==> src/rtl/bank_decoder_pkg.sv <==
package bank_decoder_pkg;

  typedef enum logic [2:0] {
    RG_WRAM  = 3'd0,
    RG_CART  = 3'd1,
    RG_PERIF = 3'd2,
    RG_PADIO = 3'd3,
    RG_SYSIO = 3'd4,
    RG_EXPAN = 3'd5,
    RG_OPEN  = 3'd6
  } region_e;

  typedef struct packed {
    logic capture;
    logic finish;
  } ctrl_strobe_t;

endpackage

==> src/rtl/bank_decoder_path.sv <==
module bank_decoder_path
  import bank_decoder_pkg::*;
#(
  parameter int ADDR_W   = 24,
  parameter int ROM_W    = 22,
  parameter int FAST_CLK = 6,
  parameter int MID_CLK  = 8,
  parameter int SLOW_CLK = 12,
  parameter int CNT_W    = $clog2(SLOW_CLK + 1)
) (
  input  logic                clk,
  input  logic                rstN,
  input  ctrl_strobe_t        strobe,
  input  logic [ADDR_W-1:0]   cpuAddr,
  input  logic                fastRomEn,
  input  logic                hiRomMode,
  output logic [CNT_W-1:0]    accessLen,
  output region_e             regionQ,
  output logic [ROM_W-1:0]    romAddrQ,
  output logic                openBusQ
);

  localparam int OFF_W = 16;

  logic [7:0]       bankByte;
  logic [OFF_W-1:0] offset;
  logic             upperSpace;
  logic             fastCart;
  region_e          regionD;
  logic [ROM_W-1:0] romLo;
  logic [ROM_W-1:0] romHi;

  assign bankByte   = cpuAddr[23:16];
  assign offset     = cpuAddr[15:0];
  assign upperSpace = cpuAddr[15] | cpuAddr[22];
  assign fastCart   = cpuAddr[23] & fastRomEn;

  always_comb begin
    regionD   = RG_OPEN;
    accessLen = CNT_W'(MID_CLK);
    if (upperSpace) begin
      if (bankByte[7:1] == 7'h3F) begin
        regionD = RG_WRAM;
      end else begin
        regionD = RG_CART;
        if (fastCart) accessLen = CNT_W'(FAST_CLK);
      end
    end else if (offset < 16'h2000) begin
      regionD = RG_WRAM;
    end else if (offset[15:8] == 8'h21) begin
      regionD   = RG_PERIF;
      accessLen = CNT_W'(FAST_CLK);
    end else if (offset[15:9] == 7'h20) begin
      regionD   = RG_PADIO;
      accessLen = CNT_W'(SLOW_CLK);
    end else if (offset[15:9] == 7'h21) begin
      regionD   = RG_SYSIO;
      accessLen = CNT_W'(FAST_CLK);
    end else if (offset[15:13] == 3'b011) begin
      regionD = RG_EXPAN;
    end
  end

  assign romLo = {cpuAddr[22:16], cpuAddr[14:0]};
  assign romHi = cpuAddr[ROM_W-1:0];

  always_ff @(posedge clk) begin
    if (!rstN) begin
      regionQ  <= RG_OPEN;
      romAddrQ <= '0;
      openBusQ <= 1'b0;
    end else begin
      if (strobe.capture) begin
        regionQ  <= regionD;
        romAddrQ <= hiRomMode ? romHi : romLo;
      end
      openBusQ <= strobe.finish && (regionQ == RG_OPEN);
    end
  end

  // a captured ROM address follows the selected translation
  a_r7_rom_capture: assert property (@(posedge clk) disable iff (!rstN)
    strobe.capture |=> romAddrQ == ($past(hiRomMode) ? $past(cpuAddr[ROM_W-1:0])
                                    : {$past(cpuAddr[22:16]), $past(cpuAddr[14:0])}));

  // decoded outputs move only on capture
  a_r10_region_hold: assert property (@(posedge clk) disable iff (!rstN)
    !strobe.capture |=> $stable(regionQ) && $stable(romAddrQ));

endmodule

==> src/rtl/bank_decoder_ctrl.sv <==
module bank_decoder_ctrl
  import bank_decoder_pkg::*;
#(
  parameter int SLOW_CLK = 12,
  parameter int CNT_W    = $clog2(SLOW_CLK + 1)
) (
  input  logic             clk,
  input  logic             rstN,
  input  logic             start,
  input  logic [CNT_W-1:0] accessLen,
  output ctrl_strobe_t     strobe,
  output logic             busy,
  output logic             doneQ
);

  logic [CNT_W-1:0] remain;

  always_comb begin
    strobe.capture = start && !busy;
    strobe.finish  = busy && (remain == CNT_W'(1));
  end

  always_ff @(posedge clk) begin
    if (!rstN) begin
      busy   <= 1'b0;
      remain <= '0;
      doneQ  <= 1'b0;
    end else begin
      doneQ <= strobe.finish;
      if (strobe.capture) begin
        busy   <= 1'b1;
        remain <= accessLen;
      end else if (busy) begin
        remain <= remain - CNT_W'(1);
        if (strobe.finish) busy <= 1'b0;
      end
    end
  end

  // completion is a single-cycle pulse
  a_r8_done_single: assert property (@(posedge clk) disable iff (!rstN)
    doneQ |=> !doneQ);

  // completion only ends a running access
  a_r8_done_after_busy: assert property (@(posedge clk) disable iff (!rstN)
    $rose(doneQ) |-> $past(busy) && !busy);

  // a running access counts down without being restarted
  a_r9_no_reload: assert property (@(posedge clk) disable iff (!rstN)
    (busy && remain > CNT_W'(1)) |=> busy && (remain == $past(remain) - CNT_W'(1)));

endmodule

==> src/rtl/bank_decoder.sv <==
module bank_decoder
  import bank_decoder_pkg::*;
#(
  parameter int FAST_CLK = 6,
  parameter int MID_CLK  = 8,
  parameter int SLOW_CLK = 12
) (
  input  logic        clk,
  input  logic        rstN,
  input  logic        start,
  input  logic [23:0] cpuAddr,
  input  logic        fastRomEn,
  input  logic        hiRomMode,
  output logic [2:0]  region,
  output logic [21:0] romAddr,
  output logic        done,
  output logic        openBus
);

  localparam int CNT_W = $clog2(SLOW_CLK + 1);

  ctrl_strobe_t     strobe;
  logic [CNT_W-1:0] accessLen;
  logic             busy;
  region_e          regionQ;

  bank_decoder_ctrl #(.SLOW_CLK(SLOW_CLK), .CNT_W(CNT_W)) u_ctrl (
    .clk(clk), .rstN(rstN), .start(start), .accessLen(accessLen),
    .strobe(strobe), .busy(busy), .doneQ(done)
  );

  bank_decoder_path #(
    .ADDR_W(24), .ROM_W(22), .FAST_CLK(FAST_CLK), .MID_CLK(MID_CLK),
    .SLOW_CLK(SLOW_CLK), .CNT_W(CNT_W)
  ) u_path (
    .clk(clk), .rstN(rstN), .strobe(strobe), .cpuAddr(cpuAddr),
    .fastRomEn(fastRomEn), .hiRomMode(hiRomMode), .accessLen(accessLen),
    .regionQ(regionQ), .romAddrQ(romAddr), .openBusQ(openBus)
  );

  assign region = regionQ;

  // the open-bus flag only accompanies completion
  a_r6_open_with_done: assert property (@(posedge clk) disable iff (!rstN)
    openBus |-> done && region == 3'd6);

  // outputs are frozen for the whole access
  a_r9_hold_busy: assert property (@(posedge clk) disable iff (!rstN)
    busy |=> $stable(region) && $stable(romAddr));

endmodule

==> config.mk <==
export PLATFORM = sky130hd
export DESIGN_NAME = bank_decoder
export DESIGN_NICKNAME = d
export VERILOG_FILES = /design/src/rtl/bank_decoder_pkg.sv /design/src/rtl/bank_decoder_path.sv /design/src/rtl/bank_decoder_ctrl.sv /design/src/rtl/bank_decoder.sv
export SDC_FILE = /design/constraint.sdc
export NUM_CORES = 1
export LEC_CHECK = 0
export ABC_AREA = 1
export ABC_CLOCK_PERIOD_IN_PS = 2700
export BUFFER_PORTS_ARGS = -buffer_cell sky130_fd_sc_hd__buf_2
export CAP_MARGIN = 20
export CORE_UTILIZATION = 50
export CTS_CLUSTER_DIAMETER = 100
export DETAILED_ROUTE_END_ITERATION = 8
export PLACE_DENSITY = 0.91
export SLEW_MARGIN = 20
export SYNTH_ARGS = -nofsm -noshare
export SYNTH_HDL_FRONTEND = slang
export SYNTH_SLANG_ARGS = --single-unit
==> constraint.sdc <==
create_clock -name clk -period 2.7 [get_ports clk]
set_input_delay 0.405 -clock clk [delete_from_list [all_inputs] [get_ports clk]]
set_output_delay 0.405 -clock clk [all_outputs]
set_load 0.05 [all_outputs]
# == Word level (Yosys, flattened, before mapping) ==
# Cells that the tools add are included.
# classes
addsub,1
magnitude_cmp,1
eq_ne,7
n_mux,20
bitwise,2
n_reduce_logical,5
# op_table
operator,n
two-way mux 4 bit,9
two-way mux 22 bit,1
"== test 7 x 6 -> 1 bit, second input constant",3
"< comparator 16 x 14 -> 1 bit, second input constant",1
two-way mux 3 bit,5
"== test 8 x 6 -> 1 bit, second input constant",1
"== test 4 x 1 -> 1 bit, second input constant",1
two-way mux 1 bit,4
"subtractor 4 x 1 -> 4 bit, second input constant",1
"== test 3 x 2 -> 1 bit, second input constant",1
"== test 3 bit, second input constant",1
logical AND 1 bit,3
two-way mux 2 bit,1
nonzero test 2 bit,1
AND 1 bit,1
logical NOT 1 bit,1
bitwise OR 1 bit,1
# totals
regBits,32
output_inout_bits,27

# == Depth between registers and ports, before layout ==
# depth
word_depth,7
depth_mapped,9

# == Hierarchy ==
# Synthesis repeated with hierarchy kept, for this count alone.
# hier_totals
hier_cells,205
hier_area_um2,1455.1
# modules_own_cells
mod,instances,cells_each,area_per_inst_um2,seq_area_each_um2
bank_decoder_path,1,159,1129.8,520.5
bank_decoder_ctrl,1,46,325.3,120.1

# == Worst setup path after synthesis ==
# OpenSTA, ideal clock, no wires.
# synth_path
kind,input-to-reg
startpoint,in start
endpoint,reg u_path.romAddrQ[16]
t_arrival_ns,0.929
required_time_ns,2.580
slack_ns,1.651
cell_stages,6
n_path_buf,1
cell_sequence,inv_1 nor2_4 inv_2 buf_6 a21oi_1 a21oi_1
# synth_between
elab_chain_len,1
# synth_rtl
element,line_no,rtl
start: declaration,bank_decoder.sv:10,"input logic start,"
logical AND 1 bit,bank_decoder_ctrl.sv:19,strobe.capture = start && !busy;
end signal: assignment,bank_decoder_path.sv:75,romAddrQ <= hiRomMode ? romHi : romLo;
end: declaration,bank_decoder_path.sv:19,"output logic [ROM_W-1:0] romAddrQ,"
# No other way between the ends.
# A chain may end at the register's enable or synchronous reset.

# == Worst setup path in the final report ==
# layout_path
startpoint,reg u_ctrl.busy
endpoint,reg u_ctrl.remain[1]
# layout_between
elab_chain_len,3
word_cells_on_any_way,4
classes_between,mux (1); reduce/logical (3)
# layout_rtl
element,line_no,rtl
start: declaration,bank_decoder_ctrl.sv:12,"output logic busy,"
start signal: assignment,bank_decoder_ctrl.sv:25,busy <= 1'b0;
start signal: assignment,bank_decoder_ctrl.sv:31,busy <= 1'b1;
start signal: assignment,bank_decoder_ctrl.sv:35,if (strobe.finish) busy <= 1'b0;
logical NOT 1 bit,bank_decoder_ctrl.sv:19,
logical AND 1 bit,bank_decoder_ctrl.sv:19,
two-way mux 4 bit or nonzero test 2 bit (tied branches),--,
end signal: assignment,bank_decoder_ctrl.sv:32,remain <= accessLen;
end signal: assignment,bank_decoder_ctrl.sv:34,remain <= remain - CNT_W'(1);
end: declaration,bank_decoder_ctrl.sv:16,logic [CNT_W-1:0] remain;
# Parallel ways exist; a longest one is shown, timed or not.

==> flow_summary.yaml <==
sta:
  rsz0062_at_grt: "false"
  slew_headroom_pct: 74.59
  clock_skew_ns: 0.005468
  final.setup.tns_ns: 0
  whs_ns: 0.2968
  max_clock_freq_mhz: 679.8
  layout_min_cycle_time_ns: 1.471
  fin_crit_sh_pct: 54.48
  slew_viol_final: 0
  setup_viol: 0
  hold_viol: 0
  worstMarginPinSlew_ns: 0.3806
  fin_ws_ns: 1.229
global_routing:
  use_met2_pct: 40.76
  grt_pass1_vias: 1212
  grtUsageTotal_pct: 24.60
  global_route.usage.met3_pct: 8.197
  grt_pass1_wl_um: 5181
  grt_antenna_before_repair: 0
  grt_max_degree: 33
  top_usage_layer: "met2"
  overflow: 0
  met1_usage_pct: 29.00
floorplan:
  design.die.area_um2: 3023
  rows: 18
  core-area_um2: 2567
  initial_utilization_pct: 54.68
  die_h_um: 54.99
  die-width_um: 54.99
  io_pins: 56
place:
  place_ws_ns: 1.099
  place_congestion: 0.8103
  port_buffers: 55
  hpwl_um: 2263
  placed_cells_incl_taps: 273
critical_path:
  crit_type: "reg2reg"
  crit_path_max_fanout: 32
  cp-start-kind: "flip-flop"
  end_kind: "flip-flop"
  required_ns: 2.98
  cp_data_arrival_time_ns: 1.75
synth:
  yosysUniqueCellTypes: 24
  synth_seq_cells: 32
  postSynthAreaPerCell_um2: 7.199
  netlist_top_cells_area: "dfxtp_1 46%, nor2_1 10%, a21oi_1 9.6%"
  synthAdderAreaFrac_pct: 1.783
  synthCells: 195
  synth_xor_area_share_pct: 0
  synth_top_area_share_pct: 45.63
  syn_area_um2: 1404
  ys_seq_area_share_pct: 45.63
  synth_compound_area_share_pct: 19.88
  muxShareOfSynthArea_pct: 0
  yosys.area.top_type: "dfxtp_1"
  synth_top_family_by_area: "simple AND/OR/NAND/NOR gates"
  synth_nets: 226
  yosys.area_share.simple_pct: 24.15
  synth_warnings: 0
cts:
  cts_resized: 0
  cts_buffers: 5
  hold_buffers: 0
  cts_max_level: 2
  cts_sinks: 32
  clk_latency_ns: 0.34
  post_cts_buffers: 0
  cts_root_buffer: "clkbuf_4"
  path_clk_slew_ns: 0.10
  cts_tree: "built"
  clock_path_buffers: 2
final_layout:
  layoutNonFillerInstCount: 280
  drive_above_1_share_pct: 27.60
  nets: 281
  fin_util_pct: 67.64
  layout_commonest_cell: "buf_2"
  final_cell_mix: "55 x buf_2, 39 x nor2_1, 32 x dfxtp_1"
  areaGrowthSynthToFinish_pct: 23.71
  antenna_cells: 0
pwr:
  ir_worst_vdd_uv: 464.5
  powerDensity_nw_per_um2: 642.8
  power.leakage_nw: 0.8854
detailed_routing:
  wl_per_cell_um: 11.60
  drtIter0Drc: 32
  firstDrtPassIters: 4
  avgViaCountPerCell: 5.175
  vias: 1449
  ant_nets: 0
  drc: 0
  wirelength_um: 3247
min_path:
  hold_path_class: "in2reg"
run:
  drv_cap: 0
outcome:
  status: "complete, no violations"
==> stage by stage <==
stage | cell area, µm² | total power (W)
after floorplan | 1404 | 0.0007494
after global placement | 1672 | 0.0008160
after detailed placement | 1672 | 0.0008207
after CTS | 1737 | 0.001117
after global routing | 1737 | 0.001170
final | 1737 | 0.001116
==> critical path, stage by stage, from the launching register on <==
cell and delay [ns]:
dfxtp_1 0.45, nor2_4 0.06, buf_4 0.22, inv_2 0.32, nor2_1 0.09, nand2_1 0.10
nand2_1 0.06, a21oi_2 0.10
==> cells in the mapped netlist (all sizes together) <==
cell,n
nand4,3
clkbuf,1
ha,2
nand3,2
o211ai,1
a21oi,28
nor3,2
clkinv,1
buf,7
inv,17
nand2,31
nand3b,2
nor2,41
o21ai,24
a211oi,1
dfxtp,32
==> sequential cells by signal, indices dropped and copies added, names as in the netlist <==
register and count:
u_ctrl.remain 4, u_path.regionQ 3, u_ctrl.busy 1, u_ctrl.doneQ 1, u_path.romAddrQ 22, u_path.openBusQ 1
==> power by group <==
group / switching (W) / total (W) / leakage, nW / internal, W
sequential: 0.0000198 / 0.000531 / 0.265 / 0.000511
combinational: 0.000207 / 0.000281 / 0.583 / 0.0000739
clock: 0.000157 / 0.000304 / 0.0374 / 0.000147
==> per-layer routing <==
layer,up-vias,wire (µm)
met5,-,0
met4,0,54
li1,739,-
met2,46,1624
met1,656,1366
met3,8,202
==> final cells by class <==
| class | instances | area, µm² |
|---|---|---|
| sequential | 32 | 640.6 |
| tap | 30 | 37.54 |
| timing repair buffer | 56 | 282.8 |
| inverter | 18 | 67.56 |
| multi-input combinational | 137 | 643.1 |
| fill | 246 | 830.8 |
| clock buffer | 7 | 65.06 |
==> path summary, 6_finish.rpt <==
kind | startpoint | endpoint | slack, ns | depth (start not counted)
min reg2reg | u_path.regionQ[0]$_SDFFE_PN0P_ | u_path.regionQ[0]$_SDFFE_PN0P_ | 0.48 | 2
max reg2reg | u_ctrl.busy$_SDFF_PN0_ | u_ctrl.remain[1]$_SDFFE_PN0P_ | 1.23 | 7
min | cpuAddr[2] | u_path.romAddrQ[2]$_SDFFE_PN0P_ | 0.30 | 3
max | u_ctrl.busy$_SDFF_PN0_ | u_ctrl.remain[1]$_SDFFE_PN0P_ | 1.23 | 7
==> cell families (layout without fill, tap and decap cells) <==
logic type,after synthesis,count (layout)
AND/OR/NAND/NOR,81,81
buffers and inverters,26,81
adder cells (fa/ha/maj),2,2
flip-flops,32,32
AO/OA/AOI/OAI,54,54
No activity file was read; power rests on OpenSTA's default activity.
